**config.mk**
```make
export PLATFORM = sky130hd
export DESIGN_NAME = keyed_clock_port
export DESIGN_NICKNAME = d
export VERILOG_FILES = /design/src/rtl/kcp_pkg.sv /design/src/rtl/kcp_strobe_decode.sv /design/src/rtl/kcp_key_match.sv /design/src/rtl/kcp_xfer_engine.sv /design/src/rtl/keyed_clock_port.sv
export SDC_FILE = /design/constraint.sdc
export NUM_CORES = 1
export LEC_CHECK = 0
export BUFFER_PORTS_ARGS = -buffer_cell sky130_fd_sc_hd__clkbuf_2
export CAP_MARGIN = 15
export CORE_UTILIZATION = 40
export DETAILED_ROUTE_END_ITERATION = 12
export HOLD_SLACK_MARGIN = 0.15
export PLACE_DENSITY = 0.59
export REMOVE_ABC_BUFFERS = 1
export SLEW_MARGIN = 10
export SYNTH_ARGS = -nofsm -noshare
export SYNTH_HDL_FRONTEND = slang
export SYNTH_SLANG_ARGS = --single-unit
```
**constraint.sdc**
```tcl
create_clock -name clk -period 2.6 [get_ports clk]
set_input_delay 0.52 -clock clk [delete_from_list [all_inputs] [get_ports clk]]
set_output_delay 0.52 -clock clk [all_outputs]
set_load 0.02 [all_outputs]
```
**src/rtl/kcp_pkg.sv**
```systemverilog
package kcp_pkg;
  typedef enum logic [1:0] {
    CYC_NONE  = 2'd0,
    CYC_READ  = 2'd1,
    CYC_WRITE = 2'd2
  } cyc_e;

  localparam int BYTE_W  = 8;
  localparam int BIT_SEL = 3;
endpackage

```
**src/rtl/kcp_strobe_decode.sv**
```systemverilog
module kcp_strobe_decode
  import kcp_pkg::*;
(
  input  logic clk,
  input  logic rst_n,
  input  logic cs_n,
  input  logic oe_n,
  input  logic we_n,
  input  logic din,
  input  logic block,
  output cyc_e ev,
  output logic ev_bit
);
  logic active;
  logic active_q;

  // a bus cycle is any stretch with chip select and one strobe low
  assign active = !cs_n && (!oe_n || !we_n);

  always_ff @(posedge clk) begin
    if (!rst_n) begin
      active_q <= 1'b0;
      ev       <= CYC_NONE;
      ev_bit   <= 1'b0;
    end else begin
      active_q <= active;
      ev_bit   <= din;
      if (active && !active_q && !block)
        ev <= (!we_n) ? CYC_WRITE : CYC_READ;
      else
        ev <= CYC_NONE;
    end
  end
endmodule

```
**src/rtl/kcp_key_match.sv**
```systemverilog
module kcp_key_match
  import kcp_pkg::*;
#(
  parameter int          KEY_W = 64,
  parameter logic [KEY_W-1:0] KEY = '0,
  localparam int         PW    = $clog2(KEY_W)
) (
  input  logic          clk,
  input  logic          rst_n,
  input  cyc_e          ev,
  input  logic          ev_bit,
  input  logic          hold,
  input  logic          abort,
  output logic [PW-1:0] ptr,
  output logic          miss,
  output logic          unlock
);
  always_ff @(posedge clk) begin
    if (!rst_n) begin
      ptr    <= '0;
      miss   <= 1'b0;
      unlock <= 1'b0;
    end else begin
      unlock <= 1'b0;
      if (abort) begin
        ptr  <= '0;
        miss <= 1'b0;
      end else if (!hold) begin
        case (ev)
          CYC_READ: begin
            ptr  <= '0;
            miss <= 1'b0;
          end
          CYC_WRITE: begin
            if (!miss) begin
              if (ev_bit == KEY[ptr]) begin
                if (ptr == PW'(KEY_W - 1)) begin
                  ptr    <= '0;
                  unlock <= 1'b1;
                end else begin
                  ptr <= ptr + 1'b1;
                end
              end else begin
                miss <= 1'b1;
              end
            end
          end
          default: ;
        endcase
      end
    end
  end
endmodule

```
**src/rtl/kcp_xfer_engine.sv**
```systemverilog
module kcp_xfer_engine
  import kcp_pkg::*;
#(
  parameter int  REG_BYTES = 8,
  localparam int NB    = REG_BYTES * BYTE_W,
  localparam int PW    = $clog2(NB),
  localparam int IDX_W = PW - BIT_SEL
) (
  input  logic              clk,
  input  logic              rst_n,
  input  cyc_e              ev,
  input  logic              ev_bit,
  input  logic              unlock,
  input  logic              abort,
  input  logic [NB-1:0]     time_in,
  output logic              busy,
  output logic              dout,
  output logic              dout_valid,
  output logic              wr_valid,
  output logic [IDX_W-1:0]  wr_idx,
  output logic [BYTE_W-1:0] wr_data
);
  logic [PW-1:0]     xptr;
  logic [BYTE_W-1:0] acc;
  logic              all_wr;
  logic [NB-1:0]     snap;

  logic              is_wr;
  logic              step;
  logic              all_wr_nx;
  logic [BYTE_W-1:0] acc_nx;
  logic              byte_end;

  always_comb begin
    step      = busy && (ev != CYC_NONE);
    is_wr     = (ev == CYC_WRITE);
    all_wr_nx = ((xptr[BIT_SEL-1:0] == '0) ? 1'b1 : all_wr) && is_wr;
    acc_nx    = {ev_bit && is_wr, acc[BYTE_W-1:1]};
    byte_end  = (xptr[BIT_SEL-1:0] == {BIT_SEL{1'b1}});
  end

  always_ff @(posedge clk) begin
    if (!rst_n) begin
      busy       <= 1'b0;
      xptr       <= '0;
      acc        <= '0;
      all_wr     <= 1'b0;
      snap       <= '0;
      dout       <= 1'b0;
      dout_valid <= 1'b0;
      wr_valid   <= 1'b0;
      wr_idx     <= '0;
      wr_data    <= '0;
    end else begin
      dout_valid <= 1'b0;
      wr_valid   <= 1'b0;
      if (abort) begin
        busy   <= 1'b0;
        xptr   <= '0;
        acc    <= '0;
        all_wr <= 1'b0;
      end else if (unlock) begin
        busy   <= 1'b1;
        xptr   <= '0;
        acc    <= '0;
        all_wr <= 1'b0;
        snap   <= time_in;
      end else if (step) begin
        acc    <= acc_nx;
        all_wr <= all_wr_nx;
        if (!is_wr) begin
          dout       <= snap[xptr];
          dout_valid <= 1'b1;
        end
        if (byte_end && all_wr_nx) begin
          wr_valid <= 1'b1;
          wr_idx   <= xptr[PW-1:BIT_SEL];
          wr_data  <= acc_nx;
        end
        if (xptr == PW'(NB - 1)) begin
          busy <= 1'b0;
          xptr <= '0;
        end else begin
          xptr <= xptr + 1'b1;
        end
      end
    end
  end
endmodule

```
**src/rtl/keyed_clock_port.sv**
```systemverilog
module keyed_clock_port
  import kcp_pkg::*;
#(
  parameter int  REG_BYTES    = 8,
  parameter logic [REG_BYTES*8-1:0] KEY = 64'h5CA3_3AC5_5CA3_3AC5,
  parameter int  RST_MASK_BIT = 36,
  localparam int NB    = REG_BYTES * BYTE_W,
  localparam int PW    = $clog2(NB),
  localparam int IDX_W = PW - BIT_SEL
) (
  input  logic              clk,
  input  logic              rst_n,
  input  logic              cs_in_n,
  input  logic              oe_n,
  input  logic              we_n,
  input  logic              din,
  input  logic              rst_in_n,
  input  logic              power_fail,
  input  logic [NB-1:0]     time_in,
  output logic              ce_out_n,
  output logic              dout,
  output logic              dout_valid,
  output logic              wr_valid,
  output logic [IDX_W-1:0]  wr_idx,
  output logic [BYTE_W-1:0] wr_data
);
  cyc_e          ev;
  logic          ev_bit;
  logic          abort;
  logic          busy;
  logic          unlock;
  logic          hold;
  logic [PW-1:0] key_ptr;
  logic          key_miss;

  assign abort = power_fail || (!rst_in_n && !time_in[RST_MASK_BIT]);
  assign hold  = busy || unlock;

  kcp_strobe_decode u_dec (
    .clk    (clk),
    .rst_n  (rst_n),
    .cs_n   (cs_in_n),
    .oe_n   (oe_n),
    .we_n   (we_n),
    .din    (din),
    .block  (abort),
    .ev     (ev),
    .ev_bit (ev_bit)
  );

  kcp_key_match #(.KEY_W(NB), .KEY(KEY)) u_key (
    .clk    (clk),
    .rst_n  (rst_n),
    .ev     (ev),
    .ev_bit (ev_bit),
    .hold   (hold),
    .abort  (abort),
    .ptr    (key_ptr),
    .miss   (key_miss),
    .unlock (unlock)
  );

  kcp_xfer_engine #(.REG_BYTES(REG_BYTES)) u_xfer (
    .clk        (clk),
    .rst_n      (rst_n),
    .ev         (ev),
    .ev_bit     (ev_bit),
    .unlock     (unlock),
    .abort      (abort),
    .time_in    (time_in),
    .busy       (busy),
    .dout       (dout),
    .dout_valid (dout_valid),
    .wr_valid   (wr_valid),
    .wr_idx     (wr_idx),
    .wr_data    (wr_data)
  );

  assign ce_out_n = cs_in_n || busy || power_fail;
endmodule

```
==> results_tabular.tex <==
\begin{tabular}{lr}
\hline
Metric & Value \\
\hline
\multicolumn{2}{l}{\textbf{Synthesis}} \\
Yosys Warn Count & 0 \\
Post-synthesis cell type with the largest combined area & dfxtp\_1 \\
Most instantiated library cell after synthesis & nand2\_1 \\
Post-synthesis area per instance & 8.96 µm² \\
Synthesized-area fraction occupied by ao, oa, aoi and oai cells & 13.0\% \\
Number of enable flip-flop cells after synthesis & 0 \\
Post-synthesis instance total & 519 \\
Post-synth design cell area & 0.00465 mm² \\
Area contributors post-synth & dfxtp\_1 (46\%), nand2\_1 (12\%), a21oi\_1 (8.5\%) \\
Main synth FF type & dfxtp\_1 \\
Mux share of post-synthesis cell area & 13.8\% \\
Top cell types by occurrence after synthesis & nand2\_1 (154), dfxtp\_1 (106), a21oi\_1 (79), nor2\_1 (28), clkbuf\_1 (25) \\
Portion of synthesized cell area occupied by the leading cell type & 45.6\% \\
Fraction of the mapped netlist area in simple logic gates & 19.7\% \\
Register area share after synthesis & 45.6\% \\
Flop and latch count out of synthesis & 106 \\
Dominant combinational cell family by area after synthesis & simple AND/OR/NAND/NOR gates \\
Asr flop ratio synth & 0\% \\
Number of distinct library cell variants in the gate-level netlist after synthesis & 50 \\
Xor/xnor cell area share of the yosys netlist & 0.753\% \\
Adder-cell share of the synthesized area & 1.88\% \\
\multicolumn{2}{l}{\textbf{Routing}} \\
Routed length per placed instance & 13.4 µm \\
Final ANT Viol Nets & 0 \\
Router iterations before antenna repair & 8 \\
Number of remaining DRC errors & 2 \\
Final WL & 9950 µm \\
Detailed Route Iter0 Violations & 144 \\
Via count & 3743 \\
Routed via count divided by cell count & 5.05 \\
\multicolumn{2}{l}{\textbf{Worst setup path}} \\
Endpoint type of the worst setup path & flop \\
Reg2Reg Depth & 8 \\
Maximum fanout along the worst path & 5 \\
Worst reg2reg setup slack & 0.17 ns \\
Type of the setup path with the least slack & reg -> reg \\
Reg2reg start & u\_dec.ev[1] \\
Worst endpoint required time & 2.88 ns \\
Startpoint types & flop \\
Data arrival time of the critical path & 2.71 ns \\
Launching element of the worst setup path & u\_dec.ev[1] \\
\multicolumn{2}{l}{\textbf{Final layout}} \\
Design area & 0.00548 mm² \\
Fraction of layout instances using a drive strength above 1 & 22.2\% \\
Number of antenna repair diodes & 0 \\
Syn-to-layout area delta & 17.8\% \\
Number of nets in the layout & 672 \\
Fillcell total & 1108 \\
\multicolumn{2}{l}{\textbf{Placed design}} \\
Detailed-placement wirelength estimate & 6990 µm \\
Post-Place Setup Slack & 0.180 ns \\
Routability cong. & 0.774 \\
Placed cell areas & 0.00519 mm² \\
Count of buffers inserted at the top-level ports & 86 \\
\multicolumn{2}{l}{\textbf{Floorplan}} \\
I/O Pins & 87 \\
Initial core utilization & 40.9\% \\
Core outline area & 0.0114 mm² \\
Die W & 110 µm \\
Site row count & 39 \\
Vertical die dimension & 110 µm \\
Total Die Area & 0.0121 mm² \\
\multicolumn{2}{l}{\textbf{GRT}} \\
GRT Total Usage & 18.1\% \\
Vias in the first global route & 3540 \\
First-pass GRT wire length & 16700 µm \\
Aggregate global routing overflow & 0 \\
Number of antenna violations at the first check in global routing & 0 \\
Largest net degree at the start of global routing & 77 \\
\multicolumn{2}{l}{\textbf{CTS}} \\
Number of buffers added to fix hold violations after cts & 0 \\
Buffers inserted by post-CTS timing repair & 0 \\
Clock-pin slew on the worst setup and hold paths & 0.07 ns \\
Clock tree buffer depth & 2 \\
Skew-Pair Late Insertion Delay & 0.34 ns \\
Clock Root Buffer & clkbuf\_16 \\
CTS tree & built \\
Count of instances resized after the clock tree is built & 0 \\
CTS buffer count & 9 \\
Total clock sinks & 106 \\
Number of H-tree levels & 3 \\
\multicolumn{2}{l}{\textbf{Timing}} \\
Total of endpoints with negative setup slack in the final report & 0 \\
Count of endpoints failing hold in the final timing report & 0 \\
Achievable frequency & 411 MHz \\
Worst hold slack across all endpoints & 0.373 ns \\
Final count of pins violating max slew & 0 \\
Final critical path time including I/O delays and setup & 2.43 ns \\
Unrepaired setup endpoints after global routing & no \\
Ratio of final minimum period to clock period & 93.6\% \\
Worst Clk Skew & 0.00548 ns \\
Slew of the pin with the lowest slew margin & 0.796 ns \\
Max\_slew headroom & 46.9\% \\
Post-layout worst setup margin & 0.165 ns \\
\multicolumn{2}{l}{\textbf{Outcome}} \\
Violated checks & DRC \\
Result of the run & finished with violations \\
\multicolumn{2}{l}{\textbf{Run}} \\
Max-cap violations & 0 \\
\multicolumn{2}{l}{\textbf{Pwr}} \\
Pwr per Cell Area & 560 mW/mm² \\
Total power & 3.07 mW \\
Worst ir drop on vdd & 0.496 mV \\
Leak pwr & 2.07 nW \\
\multicolumn{2}{l}{\textbf{Hold path}} \\
Type of the worst min-delay path & in -> reg \\
\hline
\end{tabular}
-- stage by stage --
step                      util, %  TNS, ns  cells
after floorplan                 -   -31.77    484
after global placement       45.6        0    725
after detailed placement     45.6        0    725
after CTS                    48.2        0    741
after global routing         48.2        0    741
final                        48.2        0    741
-- where the power goes --
part,internal (mW),switching [mW],total (mW)
registers,1.63,0.00156,1.63
logic,0.0519,0.0608,0.113
clock network,0.750,0.578,1.33
total,2.43,0.640,3.07
-- per-layer routing --
metal	up-vias	share of wire (%)	global-route usage, %
met5	-	0	0
met4	0	1.5	6.76
li1	1928	-	-
met1	1720	47	23.6
met2	83	47	29.2
met3	12	4.4	4.21
-- worst min path at each step --
stage | start | endpoint | slack (ns) | depth (start not counted)
CTS | we_n | u_dec.ev[1] | 0.36 | 2
detailed placement | u_dec.active_q | u_dec.ev[1] | 0.43 | 1
floorplan | u_dec.active_q | u_dec.ev[1] | 0.40 | 1
global placement | u_dec.active_q | u_dec.ev[0] | 0.42 | 1
global route | we_n | u_dec.ev[1] | 0.36 | 2
finish | we_n | u_dec.ev[1] | 0.37 | 2
-- logic make-up after synthesis --
logic type	Yosys count
AND/OR/NAND/NOR	218
flip-flops	106
AO/OA/AOI/OAI	100
buffers and inverters	48
multiplexers	36
adder cells (fa/ha/maj)	7
XOR/XNOR	4
-- area by class of cell --
type	instances	area, µm²	area share [%]
Multi-Input combinational cell	365	2290	41.9
Sequential cell	106	2120	38.7
Clock inverter	4	51.3	0.937
Clock buffer	12	236	4.32
Tap cell	143	179	3.27
Timing Repair Buffer	98	546	9.96
Inverter	13	48.8	0.891
-- registers in the layout, summed over array words and instances, names as in the netlist, named ones only --
| register | flops |
|---|---|
| u_key.unlock | 1 |
| u_xfer.dout | 1 |
| u_xfer.all_wr | 1 |
| u_xfer.dout_valid | 1 |
| u_xfer.wr_idx | 3 |
| u_xfer.xptr | 6 |
| u_xfer.wr_data | 8 |
| u_xfer.busy | 1 |
| u_dec.ev_bit | 1 |
| u_key.ptr | 6 |
| u_xfer.snap | 64 |
| u_xfer.acc | 7 |
| u_xfer.wr_valid | 1 |
| u_key.miss | 1 |
| u_dec.active_q | 1 |
| u_dec.ev | 2 |
-- placed cells by master (no fill, tap or decap), types with 4 or more instances in the layout --
cell	instances
nor4_1	4
nor2b_1	4
clkbuf_16	9
dfxtp_1	106
clkbuf_2	86
ha_1	7
xor2_1	4
buf_4	10
o21ai_0	5
nor2_1	27
inv_1	12
a21oi_1	79
nand2_1	153
nand3_1	6
mux4_1	9
mux2i_1	15
nor3_1	4
mux4_2	9
-- critical path: stages (launching register included) --
cell	delay, ns
dfxtp_1	0.36
inv_1	0.05
ha_1	0.29
or3b_4	0.43
a2111oi_4	0.39
o2bb2ai_2	0.20
mux2_4	0.33
a22oi_2	0.17
xor2_1	0.15
(Power assumes the default switching activity.)
